`src/rtl/saw_pkg.sv`:
```
package saw_pkg;
  localparam int SAW_RATE_W = 6;
  localparam int SAW_PER_W  = 12;
  localparam int SAW_ACC_W  = 8;
  localparam int SAW_OUT_W  = 5;
  localparam int SAW_STEPS  = 14;

  typedef enum logic [1:0] {
    SEL_RATE  = 2'd0,
    SEL_PLO   = 2'd1,
    SEL_PHI   = 2'd2,
    SEL_SPARE = 2'd3
  } saw_sel_e;
endpackage

```
`src/rtl/saw_regs.sv`:
```
module saw_regs
  import saw_pkg::*;
#(
  parameter int RATE_W = SAW_RATE_W,
  parameter int PER_W  = SAW_PER_W
) (
  input  logic              clk,
  input  logic              rst_n,
  input  logic              wr_en,
  input  logic [1:0]        wr_sel,
  input  logic [7:0]        wr_data,
  output logic [RATE_W-1:0] rate,
  output logic [PER_W-1:0]  period,
  output logic              enable
);
  localparam int HI_W = PER_W - 8;

  logic [7:0]      per_lo;
  logic [HI_W-1:0] per_hi;

  always_ff @(posedge clk or negedge rst_n) begin
    if (!rst_n) begin
      rate   <= '0;
      per_lo <= '0;
      per_hi <= '0;
      enable <= 1'b0;
    end else if (wr_en) begin
      case (saw_sel_e'(wr_sel))
        SEL_RATE: rate   <= wr_data[RATE_W-1:0];
        SEL_PLO:  per_lo <= wr_data;
        SEL_PHI: begin
          per_hi <= wr_data[HI_W-1:0];
          enable <= wr_data[7];
        end
        default: ;
      endcase
    end
  end

  assign period = {per_hi, per_lo};
endmodule

```
`src/rtl/saw_divider.sv`:
```
module saw_divider #(
  parameter int PER_W = saw_pkg::SAW_PER_W
) (
  input  logic             clk,
  input  logic             rst_n,
  input  logic             enable,
  input  logic             tick,
  input  logic [PER_W-1:0] period,
  output logic             expire
);
  logic [PER_W-1:0] cnt;

  function automatic logic [PER_W-1:0] count_next(input logic [PER_W-1:0] c,
                                                  input logic [PER_W-1:0] p);
    return (c == '0) ? p : c - 1'b1;
  endfunction

  always_ff @(posedge clk or negedge rst_n) begin
    if (!rst_n)      cnt <= '0;
    else if (!enable) cnt <= period;
    else if (tick)    cnt <= count_next(cnt, period);
  end

  assign expire = enable && tick && (cnt == '0);
endmodule

```
`src/rtl/saw_ramp.sv`:
```
module saw_ramp #(
  parameter int RATE_W = saw_pkg::SAW_RATE_W,
  parameter int ACC_W  = saw_pkg::SAW_ACC_W,
  parameter int STEPS  = saw_pkg::SAW_STEPS
) (
  input  logic                     clk,
  input  logic                     rst_n,
  input  logic                     enable,
  input  logic                     expire,
  input  logic [RATE_W-1:0]        rate,
  output logic [$clog2(STEPS)-1:0] step,
  output logic [ACC_W-1:0]         acc
);
  localparam int STEP_W = $clog2(STEPS);
  localparam logic [STEP_W-1:0] LAST = STEP_W'(STEPS - 1);

  function automatic logic [STEP_W-1:0] step_next(input logic [STEP_W-1:0] s);
    return (s == LAST) ? '0 : s + 1'b1;
  endfunction

  function automatic logic [ACC_W-1:0] acc_next(input logic [STEP_W-1:0] ns,
                                                input logic [ACC_W-1:0]  a,
                                                input logic [RATE_W-1:0] r);
    if (ns == '0)       return '0;
    else if (ns[0])     return a;
    else                return a + ACC_W'(r);
  endfunction

  always_ff @(posedge clk or negedge rst_n) begin
    if (!rst_n) begin
      step <= '0;
      acc  <= '0;
    end else if (!enable) begin
      step <= '0;
      acc  <= '0;
    end else if (expire) begin
      step <= step_next(step);
      acc  <= acc_next(step_next(step), acc, rate);
    end
  end
endmodule

```
`src/rtl/saw_tone_channel.sv`:
```
module saw_tone_channel
  import saw_pkg::*;
#(
  parameter int RATE_W = SAW_RATE_W,
  parameter int PER_W  = SAW_PER_W,
  parameter int ACC_W  = SAW_ACC_W,
  parameter int OUT_W  = SAW_OUT_W,
  parameter int STEPS  = SAW_STEPS
) (
  input  logic             clk,
  input  logic             rst_n,
  input  logic             tick,
  input  logic             wr_en,
  input  logic [1:0]       wr_sel,
  input  logic [7:0]       wr_data,
  output logic [OUT_W-1:0] level
);
  localparam int STEP_W = $clog2(STEPS);

  logic [RATE_W-1:0] cfg_rate;
  logic [PER_W-1:0]  cfg_period;
  logic              cfg_en;
  logic              div_expire;
  logic [STEP_W-1:0] ramp_step;
  logic [ACC_W-1:0]  ramp_acc;

  function automatic logic [OUT_W-1:0] level_of(input logic en, input logic [ACC_W-1:0] a);
    return en ? a[ACC_W-1 -: OUT_W] : '0;
  endfunction

  saw_regs #(.RATE_W(RATE_W), .PER_W(PER_W)) u_regs (
    .clk(clk), .rst_n(rst_n), .wr_en(wr_en), .wr_sel(wr_sel), .wr_data(wr_data),
    .rate(cfg_rate), .period(cfg_period), .enable(cfg_en)
  );

  saw_divider #(.PER_W(PER_W)) u_div (
    .clk(clk), .rst_n(rst_n), .enable(cfg_en), .tick(tick),
    .period(cfg_period), .expire(div_expire)
  );

  saw_ramp #(.RATE_W(RATE_W), .ACC_W(ACC_W), .STEPS(STEPS)) u_ramp (
    .clk(clk), .rst_n(rst_n), .enable(cfg_en), .expire(div_expire),
    .rate(cfg_rate), .step(ramp_step), .acc(ramp_acc)
  );

  assign level = level_of(cfg_en, ramp_acc);
endmodule


```
`config.mk`:
```
export PLATFORM = sky130hd
export DESIGN_NAME = saw_tone_channel
export DESIGN_NICKNAME = d
export VERILOG_FILES = /design/src/rtl/saw_pkg.sv /design/src/rtl/saw_regs.sv /design/src/rtl/saw_divider.sv /design/src/rtl/saw_ramp.sv /design/src/rtl/saw_tone_channel.sv
export SDC_FILE = /design/constraint.sdc
export NUM_CORES = 1
export LEC_CHECK = 0
export CAP_MARGIN = 20
export CORE_ASPECT_RATIO = 0.6
export CORE_MARGIN = 2
export CORE_UTILIZATION = 62
export CTS_BUF_LIST = sky130_fd_sc_hd__clkbuf_4 sky130_fd_sc_hd__clkbuf_8 sky130_fd_sc_hd__clkbuf_16
export DETAILED_ROUTE_END_ITERATION = 10
export PLACE_DENSITY = 0.94
export SETUP_SLACK_MARGIN = 0.1
export SYNTH_ARGS = -nofsm -noshare
export SYNTH_HDL_FRONTEND = slang
export SYNTH_SLANG_ARGS = --single-unit
```
`constraint.sdc`:
```
create_clock -name clk -period 6.1 [get_ports clk]
set_clock_uncertainty 0.05 [all_clocks]
set_input_delay 1.22 -clock clk [delete_from_list [all_inputs] [get_ports clk]]
set_output_delay 1.22 -clock clk [all_outputs]
set_load 0.005 [all_outputs]
```
# Yosys cells after proc, flatten, opt, wreduce, memory -nomap -nowiden
# Cells that the tools add are included.
# op_classes
addsub	3
n_eq_ne	6
mux	11
reduce_logical	9
# ops
op	count
$mux 12	3
$mux 8	4
$logic_not 12->1	1
$mux 4	3
$sub 12x1->12 const B	1
$add 8x6->8	1
$reduce_and 2->1	4
$mux 5	1
$add 4x1->4 const B	1
$eq 4x4->1 const B	1
$logic_not 4->1	1
$ne 2x2->1 const B	2
$ne 3x3->1 const B	1
$eq 2x1->1 const B	1
$eq 2x2->1 const B	1
$logic_and 1x1->1	2
$logic_not 2->1	1
# totals
register_bits	43
in_bits	14
output_inout_bits	5
word_cells	36

# Depth between registers and ports, before layout
# Gate-level depths: netlist of the first run.
# logic_depth
ltp_word	6
ltp_mapped	8
mapped_depth_nobuf	7

# Modules after synthesis
# A second synthesis of the first run with hierarchy kept.
# unflattened
cells_unflattened	225
hier_area_um2	2476.1
# modules_own_cells
module	n_inst	cells_each	area_each_um2	seq_area_each_um2
saw_divider	1	100	893.4	300.3
saw_ramp	1	79	824.5	300.3
saw_regs	1	41	726.9	475.5
saw_tone_channel	1	5	31.3	0.0

# Least setup slack after synthesis of the first run
# No wires, ideal clock.
# synth_timing
kind	input to register
start	in tick
end	reg u_div.cnt[11]
setup_ps	104
arrival_ps	1995
required_ps	5946
setup_slack_ps	3951
cell_stages	5
n_path_buf	1
path_cell_list	nor2b_1 > clkbuf_1 > nor3_1 > nand3b_1 > o311ai_1
# synth_between
elab_chain_cells	1
# synth_rtl
element	line	source
start, declared	saw_tone_channel.sv:12	input logic tick,
$ne 2x2->1 (no source line)	n/a	
end signal, assigned	saw_divider.sv:20	else if (!enable) cnt <= period;
end signal, assigned	saw_divider.sv:21	else if (tick) cnt <= count_next(cnt, period);
end, declared	saw_divider.sv:11	logic [PER_W-1:0] cnt;
# Every way passes these cells.
# A chain may end at the register's enable or synchronous reset.

# Worst setup path in the final report of the first run
# layout_timing
start	reg u_regs.enable
end	out level[3]
# layout_between
elab_chain_cells	1
# layout_rtl
element	line	source
start, declared	saw_regs.sv:14	output logic enable
start signal, assigned	saw_regs.sv:33	enable <= wr_data[7];
$mux 5	saw_tone_channel.sv:28	return en ? a[ACC_W-1 -: OUT_W] : '0;
end, declared	saw_tone_channel.sv:16	output logic [OUT_W-1:0] level
# Every way passes these cells.

==> metrics.log, run 1 <==
INFO  metric post_cts_resized = 0
INFO  metric post_cts_hold_buffer_count = 0
INFO  metric final_layout_size_suffix_gt1_share = 16.5%
INFO  metric dieArea = approximately 4300 µm²
INFO  metric postSynth.asyncResetShare = 100%
INFO  metric final_setup_fails = 0
INFO  metric timing.critical_path.cells = inv_1, nor2_1, clkdlybuf4s50_1
INFO  metric setup_tns = 0 ps
INFO  metric critPathMaxStageDelay = 720 ps
INFO  metric critical-path-top-delay-family = flip-flops
INFO  metric synth_seq_cells = 43
INFO  metric clockBufferDepth = 2
INFO  metric vias = 1820
INFO  metric net-switching-power = around 360 µW
INFO  metric first_iter_violations = 183
INFO  metric globalRouteOverflowTotal = 0
INFO  metric cp_num_buf_inv = 2
INFO  metric gpl.final_weighted_congestion = 0.918
INFO  metric synth.yosys.seq_area_share = around 46%
INFO  metric place.port_buffers = 18
INFO  metric wl = 4860 µm
INFO  metric max-slew-margin-rel = 57.7%
INFO  metric cell_taking_the_most_area_after_synthesis = dfrtp_1
INFO  metric timing.final.crit_period = approximately 3200 ps
INFO  metric fin_nets = 259
INFO  metric yosys-top-cells-area = dfrtp_1 46%, mux2_2 9.2%, ha_1 4.3%, nand2_1 3.6%, o21ai_0 3.5%
INFO  metric endpoint_required_time_on_the_critical_path = 4830 ps
INFO  metric ys_types = 49
INFO  metric final_common_cell = dfrtp_1
INFO  metric synth_edf_count = 0
INFO  metric global_route_wire_length_before_repair = 8110 µm
INFO  metric top_library_cells_by_usage_in_the_layout_fill_and_taps_aside = 43 x dfrtp_1, 22 x nand2_1, 19 x mux2_2, 17 x clkdlybuf4s50_1, 16 x o21ai_0
INFO  metric average_routed_wire_per_standard_cell = 17.1 µm
INFO  metric num_rows = 17
INFO  metric timing.critical_path.arrival = 1910 ps
INFO  metric cts.reportedPaths.clkPinSlew = 80 ps
INFO  metric floorplan.core_area = 3640 µm²
INFO  metric synth_top_area_share = a little under half
INFO  metric combinationalPowerShare = roughly 33%
INFO  metric static-leakage-power = 0.00108 µW
INFO  metric report.power.total = 957 µW
INFO  metric synthesis.nets = 239
INFO  metric place_hpwl = 3510 µm
INFO  metric dpl.cell_count = 275
INFO  metric worstMarginPinSlew = 628 ps
INFO  metric num_antenna_cells = 0
INFO  metric unrepaired_setup_endpoints_after_global_routing = no
INFO  metric crit_path_max_fanout = 21
INFO  metric remaining_drcs = 0
INFO  metric critical_path_type = register to output port
INFO  metric grt_max_degree = 44
INFO  metric slowest_stage_cell_on_the_critical_path = dfrtp_1
INFO  metric syn_to_final_growth = 12.8%
INFO  metric clock_sink_count = 43
INFO  metric power_report.internal_total = about 590 µW
INFO  metric critical_path.endpoint_type = output port
INFO  metric final-hold-violation-count = 0
INFO  metric synth-warning-count = 0
INFO  metric die-height = 51.4 µm
INFO  metric synthesis.instances = roughly 220
INFO  metric die-width = 83.0 µm
INFO  metric cts-buffers-inserted = 5
INFO  metric max_cap_violations = 0
INFO  metric synthesis.area = 2320 µm²
INFO  metric finalMaxSlewViolations = 0
INFO  metric root_cell_of_the_clock_tree = clkbuf_8
INFO  metric final_cells = 284
INFO  metric rrSetupSlack = a little under 4000 ps
INFO  metric grt_pass1_vias = 1647
INFO  metric antenna_violations_before_repair = 0
INFO  metric clk-insertion-delay-late = 310 ps
INFO  metric ctsHtreeMaxLevel = 2
INFO  metric fmaxAchievable = 314 MHz
INFO  metric power.clock.fraction = about a fifth
INFO  metric cts_tree = built
INFO  metric sw_share = roughly 38%
INFO  metric postSynth.topFlopCell = dfrtp_1
INFO  metric initial_core_util = 63.8%
INFO  metric power_frac_seq = around 48%
INFO  metric antenna_violating_nets_post_route = 0
INFO  metric final_min_period_over_clock_period = a little over half
INFO  metric hold_class = register to register
INFO  metric drt_pass_1_iters = 5
INFO  metric setup_fix_buffers_added_after_clock_tree_synthesis = 0
INFO  metric track_usage = about a quarter
INFO  metric postSynthAreaPerCell = 10.7 µm²
INFO  metric drt-vias-per-instance = 6.41
INFO  metric design.portCount = 19
INFO  metric final.fill_count = 256
INFO  metric outcome = finished, final reports clean
INFO  metric vdd_ir_drop_max = 0.000256 V
INFO  metric pwr_density_cell = 366 nW/µm²
INFO  metric worstSetupStartpointType = register
[cells by family after synthesis]
| group | synth area share [%] |
|---|---|
| compound gates | 15.5 |
| xor+xnor | 1.51 |
| fa+ha+maj | 5.18 |
| buf+inv | 2.53 |
| flops | 46.4 |
| mux | 10.1 |
| simple gates | 18.9 |
[Yosys cell counts (2+ instances only)]
master,number
o41ai_1,5
o31ai_1,2
nor2_1,9
nand2b_1,2
ha_1,8
and2_1,6
buf_6,2
nand3_1,12
nand3b_1,3
inv_1,5
clkbuf_1,2
nor3b_2,2
nand4_1,3
nor3_1,4
o311ai_0,2
nor4_4,2
mux2_2,19
mux2i_1,2
dfrtp_1,43
a21oi_1,9
buf_2,2
o21ai_0,16
xor2_1,2
a211oi_1,3
o21a_1,2
xnor2_1,2
nand2_1,22
a21o_1,3
nand4b_1,2
[final timing paths]
| kind | start | endpoint | cells past startpoint |
|---|---|---|---|
| worst max-delay path | u_regs.enable | level[3] | 3 |
| worst min register to register | u_ramp.acc[6] | u_ramp.acc[6] | 1 |
| min in group asynchronous | rst_n | u_div.cnt[6] | 1 |
| worst max register to register | u_regs.rate[0] | u_ramp.acc[6] | 7 |
| max in group asynchronous | rst_n | u_regs.rate[4] | 2 |
| worst min-delay path | u_ramp.acc[6] | u_ramp.acc[6] | 1 |
[routing by layer]
layer | routed length, µm | vias up | global-route usage (%)
met3 | 378 | 8 | 7.59
li1 | - | 851 | -
met5 | 0 | - | 0
met1 | 2450 | 880 | 37.6
met2 | 1960 | 81 | 34.4
met4 | 67 | 0 | 9.56
[flip-flops by register name, indices dropped and copies added (netlist names)]
signal	flops
u_ramp.acc	8
u_regs.per_lo	8
u_regs.enable	1
u_regs.per_hi	4
u_ramp.step	4
u_regs.rate	6
u_div.cnt	12
[power by group through the flow]
stage | Combinational, µW | Clock, µW | Sequential, µW
6_report | 320 | 181 | 456
4_1_cts | 315 | 183 | 452
5_1_grt | 360 | 196 | 467
3_5_place_dp | 311 | 0 | 458
3_3_place_gp | 303 | 0 | 453
2_1_floorplan | 247 | 0 | 431
[layout make-up]
type / count / area (µm²) / share of cell area [%]
clock buffer: 5 / 68.8 / 2.63
sequential: 43 / 1080 / 41.1
tap: 47 / 58.8 / 2.25
multi-input combinational: 162 / 1190 / 45.3
clock inverter: 3 / 15.0 / 0.573
inverter: 5 / 18.8 / 0.717
timing repair buffer: 19 / 195 / 7.45
[metrics by stage]
step	hold slack, ps	cell area, µm²	utilization, %	worst slack [ps]
3_3_place_gp	414	2510	69.1	3240
5_1_grt	463	2620	72.0	2790
2_1_floorplan	394	2320	-	3950
6_report	437	2620	72.0	2920
3_5_place_dp	426	2510	69.1	3150
4_1_cts	441	2600	71.4	2930
Power figures use the tool's default switching activity.
==> inputs of run 2 (changes only) <==
--- a/config.mk
+++ b/config.mk
@@ -8,10 +8,10 @@
 export CAP_MARGIN = 20
 export CORE_ASPECT_RATIO = 0.6
 export CORE_MARGIN = 2
-export CORE_UTILIZATION = 62
+export CORE_UTILIZATION = 57
 export CTS_BUF_LIST = sky130_fd_sc_hd__clkbuf_4 sky130_fd_sc_hd__clkbuf_8 sky130_fd_sc_hd__clkbuf_16
 export DETAILED_ROUTE_END_ITERATION = 10
-export PLACE_DENSITY = 0.94
+export PLACE_DENSITY = 0.88
 export SETUP_SLACK_MARGIN = 0.1
 export SYNTH_ARGS = -nofsm -noshare
 export SYNTH_HDL_FRONTEND = slang
==> constraint.sdc (replaced) <==
create_clock -name clk -period 3.2 [get_ports clk]
set_clock_uncertainty 0.05 [all_clocks]
set_input_delay 0.64 -clock clk [delete_from_list [all_inputs] [get_ports clk]]
set_output_delay 0.64 -clock clk [all_outputs]
set_load 0.005 [all_outputs]
==> run 2 against run 1 <==
  * Die area is 8.2% higher
  * Clock power is 150% higher
  * Highest routed layer unchanged
  * Sequential share of layout area is 0.33 points lower
  * Via count is 1.8% lower
  * Worst hold slack worse by 7.4 ps
  * Critical endpoint unchanged
  * Sequential power is 91% higher
==> metrics.log, run 2 (synthesized netlist as in run 1, its figures left out) <==
INFO  metric outcome = finished, final reports clean
INFO  metric timing.final.crit_period = 2600 ps
INFO  metric sw_share = 36.2%
INFO  metric initial_core_util = 61.3%
INFO  metric syn_to_final_growth = 13.7%
INFO  metric gpl.final_weighted_congestion = 0.897
INFO  metric antenna_violating_nets_post_route = 0
INFO  metric num_antenna_cells = 0
INFO  metric first_iter_violations = 162
INFO  metric antenna_violations_before_repair = 0
INFO  metric final_min_period_over_clock_period = 81.4%
INFO  metric max-slew-margin-rel = 36.4%
INFO  metric grt_pass1_vias = 1689
INFO  metric dpl.cell_count = ~280
INFO  metric cts-buffers-inserted = 5
INFO  metric setup_tns = 0 ps
INFO  metric critical_path.endpoint_type = output port
INFO  metric remaining_drcs = 0
INFO  metric hold_class = input pin to async pin
INFO  metric power_report.internal_total = 1240 µW
INFO  metric die-width = 86.4 µm
INFO  metric fmaxAchievable = 384 MHz
INFO  metric clk-insertion-delay-late = about 300 ps
INFO  metric max_cap_violations = 0
INFO  metric rrSetupSlack = between 1000 and 1500 ps
INFO  metric num_rows = 17
INFO  metric registers.top_by_ff_count = u_div.cnt
INFO  metric grt_max_degree = 44
INFO  metric track_usage = 25.0%
INFO  metric critical_path_type = register to output port
INFO  metric pwr_density_cell = 735 nW/µm²
INFO  metric final_cells = approximately 280
INFO  metric drt_pass_1_iters = 4
INFO  metric combinationalPowerShare = 32.1%
INFO  metric ctsHtreeMaxLevel = 2
INFO  metric biggestRegsByFlops = u_div.cnt: 12 flops, u_ramp.acc: 8 flops, u_regs.per_lo: 8 flops
INFO  metric top_library_cells_by_usage_in_the_layout_fill_and_taps_aside = 43 x dfrtp_1, 22 x nand2_1, 19 x mux2_2, 17 x clkdlybuf4s50_1, 16 x o21ai_0
INFO  metric average_routed_wire_per_standard_cell = between 15 and 20 µm
INFO  metric vdd_ir_drop_max = 0.000366 V
INFO  metric gr-usage-met1 = between 30% and 40%
INFO  metric net-switching-power = 701 µW
INFO  metric vias = 1787
INFO  metric final_common_cell = dfrtp_1
INFO  metric wl = 5160 µm
INFO  metric fin_nets = 259
INFO  metric static-leakage-power = 0.00109 µW
INFO  metric grt_most_used_layer = met1
INFO  metric globalRouteOverflowTotal = 0
INFO  metric final_setup_fails = 0
INFO  metric use_met2 = 36.7%
INFO  metric cts.reportedPaths.clkPinSlew = 80 ps
INFO  metric drt-vias-per-instance = 6.29
INFO  metric floorplan.core_area = 3790 µm²
INFO  metric crit_path_max_fanout = 21
INFO  metric place.port_buffers = 18
INFO  metric setup_fix_buffers_added_after_clock_tree_synthesis = 0
INFO  metric cts_tree = built
INFO  metric die-height = 53.4 µm
INFO  metric global_route_wire_length_before_repair = 8400 µm
INFO  metric worstSetupStartpointType = register
INFO  metric root_cell_of_the_clock_tree = clkbuf_8
INFO  metric worstMarginPinSlew = 955 ps
INFO  metric place_hpwl = 3730 µm
INFO  metric dieArea = 4620 µm²
INFO  metric power.clock.fraction = between 20% and 30%
INFO  metric unrepaired_setup_endpoints_after_global_routing = no
INFO  metric timing.critical_path.arrival = 1910 ps
INFO  metric design.portCount = 19
INFO  metric power_frac_seq = 44.9%
INFO  metric post_cts_hold_buffer_count = 0
INFO  metric clock_sink_count = 43
INFO  metric post_cts_resized = 0
INFO  metric final_layout_size_suffix_gt1_share = 16.5%
INFO  metric finalMaxSlewViolations = 0
INFO  metric endpoint_required_time_on_the_critical_path = 2510 ps
INFO  metric final-hold-violation-count = 0
INFO  metric clockBufferDepth = 2
INFO  metric globalRouteMet3Util = 6.08%
INFO  metric largest_register_ffs = 12
==> run 2: final timing paths <==
path / start / to / cells after the start
setup / recovery: u_regs.enable / level[3] / 3
hold / removal: rst_n / u_ramp.step[1] / 1
setup reg to reg: u_regs.rate[0] / u_ramp.acc[6] / 7
hold reg to reg: u_ramp.acc[6] / u_ramp.acc[6] / 1
max in group asynchronous: rst_n / u_div.cnt[10] / 1
min in group clk: u_ramp.acc[6] / u_ramp.acc[6] / 1
==> run 2: power by group through the flow <==
stage,Clock [µW],Sequential [µW],Combinational (µW)
floorplan,0,821,470
global placement,0,865,581
detailed placement,0,876,610
CTS,453,866,617
global route,471,895,699
finish,446,872,622
==> run 2: per-stage QoR <==
step	setup slack [ps]	total power [µW]	cell area, µm²	util [%]	hold slack [ps]
3_3_place_gp	927	1450	2520	66.6	410
3_5_place_dp	856	1490	2520	66.6	421
4_1_cts	591	1940	2640	69.7	438
6_report	595	1940	2640	69.7	430
5_1_grt	435	2070	2640	69.7	452
2_1_floorplan	1180	1290	2320	-	294
==> run 2: critical path, stage by stage (launching register included) <==
cell and delay (ps):
dfrtp_1 710, inv_1 200, nor2_1 190, clkdlybuf4s50_1 520
==> run 2: cell type report <==
class | instances | area (µm²)
clock buffer | 6 | 82.6
clock inverter | 2 | 35.0
fill | 309 | 1150
inverter | 5 | 18.8
multi-input combinational | 162 | 1190
sequential | 43 | 1080
tap | 47 | 58.8
timing repair buffer | 19 | 183
==> run 2: metal layers <==
| metal | vias to the layer above | routed length, µm |
|---|---|---|
| met1 | 865 | 2650 |
| met4 | 0 | 12 |
| met5 | - | 0 |
| li1 | 851 | - |
| met2 | 68 | 2170 |
| met3 | 3 | 325 |
==> inputs of run 3 (changes only) <==
--- a/config.mk
+++ b/config.mk
@@ -8,10 +8,10 @@
 export CAP_MARGIN = 20
 export CORE_ASPECT_RATIO = 0.6
 export CORE_MARGIN = 2
-export CORE_UTILIZATION = 57
+export CORE_UTILIZATION = 52
 export CTS_BUF_LIST = sky130_fd_sc_hd__clkbuf_4 sky130_fd_sc_hd__clkbuf_8 sky130_fd_sc_hd__clkbuf_16
 export DETAILED_ROUTE_END_ITERATION = 10
-export PLACE_DENSITY = 0.88
+export PLACE_DENSITY = 0.85
 export SETUP_SLACK_MARGIN = 0.1
 export SYNTH_ARGS = -nofsm -noshare
 export SYNTH_HDL_FRONTEND = slang
==> constraint.sdc (replaced) <==
create_clock -name clk -period 2.2 [get_ports clk]
set_clock_uncertainty 0.05 [all_clocks]
set_input_delay 0.44 -clock clk [delete_from_list [all_inputs] [get_ports clk]]
set_output_delay 0.44 -clock clk [all_outputs]
set_load 0.005 [all_outputs]
==> run 3 against run 2 <==
  * Critical path depth is 4 higher
  * Clock-buffer cell count unchanged
  * Core utilization is 5.2 points lower
  * Worst hold slack worse by 270 ps
  * Sequential power grew 46%
  * Non-clock buffer count rose by 9
  * Final cell count is 7.7% higher
  * Register-to-register slack got worse by 880 ps
  * Cell area increased by 2.5%
  * Setup slack worse by 460 ps
  * Die area grew 9.0%
  * Critical endpoint is now u_ramp.acc[6]
==> metrics.log, run 3 (synthesized netlist as in run 1, its figures left out) <==
INFO  metric outcome = finished, final reports clean
INFO  metric fin_nets = ~270
INFO  metric combinationalPowerShare = between 30% and 40%
INFO  metric max-slew-margin-rel = 61.6%
INFO  metric root_cell_of_the_clock_tree = clkbuf_8
INFO  metric net-switching-power = 1020 µW
INFO  metric clockBufferDepth = 2
INFO  metric static-leakage-power = 0.00111 µW
INFO  metric remaining_drcs = 0
INFO  metric timing.critical_path.arrival = 2200 ps
INFO  metric final_min_period_over_clock_period = 93.8%
INFO  metric timing.final.crit_period = 2060 ps
INFO  metric drt_pass_1_iters = 4
INFO  metric final-hold-violation-count = 0
INFO  metric max_cap_violations = 0
INFO  metric vdd_ir_drop_max = 0.000430 V
INFO  metric final_layout_size_suffix_gt1_share = 20.7%
INFO  metric biggestRegsByFlops = u_div.cnt: 12 flops, u_ramp.acc: 8 flops, u_regs.per_lo: 8 flops
INFO  metric globalRouteOverflowTotal = 0
INFO  metric top_library_cells_by_usage_in_the_layout_fill_and_taps_aside = 42 x dfrtp_1, 22 x nand2_1, 19 x mux2_2, 17 x clkdlybuf4s50_1, 16 x o21ai_0
INFO  metric sw_share = 37.5%
INFO  metric timing.critical_path.cells = ha_2, fa_2, a21o_1, o21ba_2, o21a_1, o41a_1, o41ai_1
INFO  metric endpoint_required_time_on_the_critical_path = 2340 ps
INFO  metric drt-vias-per-instance = slightly below 6
INFO  metric die-width = 90.3 µm
INFO  metric clock_sink_count = 43
INFO  metric num_antenna_cells = 0
INFO  metric clk-insertion-delay-late = 300 ps
INFO  metric place.port_buffers = 18
INFO  metric place_hpwl = 3780 µm
INFO  metric setup_tns = 0 ps
INFO  metric power.clock.fraction = 19.2%
INFO  metric antenna_violating_nets_post_route = 0
INFO  metric track_usage = 22.2%
INFO  metric critical-path-top-delay-family = compound AO/OA/AOI/OAI gates
INFO  metric num_rows = 18
INFO  metric final.fill_count = 343
INFO  metric first_iter_violations = 121
INFO  metric slowest_stage_cell_on_the_critical_path = dfrtp_1
INFO  metric worst_r2r_startpoint = u_ramp.acc[0]
INFO  metric startpoint_of_the_most_critical_setup_path = u_ramp.acc[0]
INFO  metric antenna_violations_before_repair = 0
INFO  metric crit_path_max_fanout = 3
INFO  metric worstMarginPinSlew = 571 ps
INFO  metric final_setup_fails = 0
INFO  metric critPathMaxStageDelay = approximately 400 ps
INFO  metric pwr_density_cell = slightly above 1000 nW/µm²
INFO  metric critical_path.endpoint_type = register
INFO  metric grt_max_degree = 44
INFO  metric fmaxAchievable = 484 MHz
INFO  metric worst_slack = 136 ps
INFO  metric ctsHtreeMaxLevel = 2
INFO  metric cts.reportedPaths.clkPinSlew = 80 ps
INFO  metric post_cts_hold_buffer_count = 0
INFO  metric power_report.internal_total = ~1700 µW
INFO  metric initial_core_util = 55.4%
INFO  metric cts_tree = built
INFO  metric cts-buffers-inserted = 5
INFO  metric wl = 5170 µm
INFO  metric global_route_wire_length_before_repair = 8720 µm
INFO  metric worst_setup_slack_post_dpl = 55.9 ps
INFO  metric vias = 1812
INFO  metric final_common_cell = dfrtp_1
INFO  metric largest_register_ffs = 12
INFO  metric syn_to_final_growth = 16.5%
INFO  metric grt_pass1_vias = about 1700
INFO  metric finalMaxSlewViolations = 0
INFO  metric design.portCount = 19
INFO  metric cp_num_buf_inv = 0
INFO  metric hold_class = input pin to async pin
INFO  metric gpl.final_weighted_congestion = 0.837
INFO  metric floorplan.core_area = 4190 µm²
INFO  metric average_routed_wire_per_standard_cell = 16.9 µm
INFO  metric unrepaired_setup_endpoints_after_global_routing = yes
INFO  metric registers.top_by_ff_count = u_div.cnt
INFO  metric die-height = 55.8 µm
INFO  metric dieArea = 5030 µm²
INFO  metric critical_path_type = register to register
INFO  metric worstSetupStartpointType = register
INFO  metric power_frac_seq = 46.5%
run 3: changes by cell type in the layout (fill, tap and decap cells not counted), sizes merged:
cell / before / now
buf: 2 / 11
bufinv: 1 / 0
clkinvlp: 0 / 1
run 3: worst register-to-register path, delay by kind of cell, from the launching register on:
kind / cells / cell delay (ps)
AO/OA/AOI/OAI: 5 / 940
adder cells (fa/ha/maj): 2 / 550
flip-flops: 1 / 400
run 3: layout make-up:
type	instances	area, µm²	share of cell area, %
tap	60	75.1	2.78
timing repair buffer	28	248	9.16
sequential	43	1080	39.8
clock inverter	2	12.5	0.463
clock buffer	6	76.3	2.82
inverter	5	18.8	0.694
multi-input combinational	162	1200	44.3
run 3: what timing repair did:
action	in CTS	in global routing
buffers inserted	0	3
gates resized for setup	3	1
endpoints found under the setup margin	4	6
pin swaps	0	1
run 3: worst paths after layout:
| path | endpoint | slack [ps] | cells past startpoint |
|---|---|---|---|
| setup / recovery | u_ramp.acc[6] | 140 | 7 |
| hold / removal | u_div.cnt[6] | 160 | 2 |
| setup reg to reg | u_ramp.acc[6] | 140 | 7 |
| hold reg to reg | u_div.cnt[10] | 440 | 2 |
| max in group asynchronous | u_regs.enable | 1550 | 2 |
| min in group clk | u_div.cnt[10] | 440 | 2 |
run 3: routing by layer:
| layer | wire (µm) | up-vias | track usage [%] |
|---|---|---|---|
| met4 | 42 | 0 | 5.27 |
| li1 | - | 859 | - |
| met3 | 381 | 5 | 5.01 |
| met1 | 2650 | 891 | 34.8 |
| met5 | 0 | - | 0 |
| met2 | 2100 | 57 | 30.8 |
run 3: stage by stage:
stage | cells | hold slack (ps) | cell area [µm²] | util (%) | total power, µW
2_1_floorplan | 216 | 94.4 | 2320 | - | 1880
3_3_place_gp | 295 | 411 | 2580 | 61.7 | 2110
3_5_place_dp | 295 | 426 | 2580 | 61.7 | 2160
4_1_cts | 303 | 170 | 2680 | 63.9 | 2690
5_1_grt | 306 | 197 | 2710 | 64.6 | 2920
6_report | 306 | 158 | 2710 | 64.6 | 2720
run 3: power groups by stage:
| stage | combinational [µW] | sequential, µW | clock [µW] |
|---|---|---|---|
| final | 935 | 1270 | 522 |
| after global routing | 1060 | 1300 | 568 |
| after CTS | 902 | 1260 | 532 |
| after detailed placement | 893 | 1270 | 0 |
| after global placement | 855 | 1260 | 0 |
| after floorplan | 684 | 1190 | 0 |
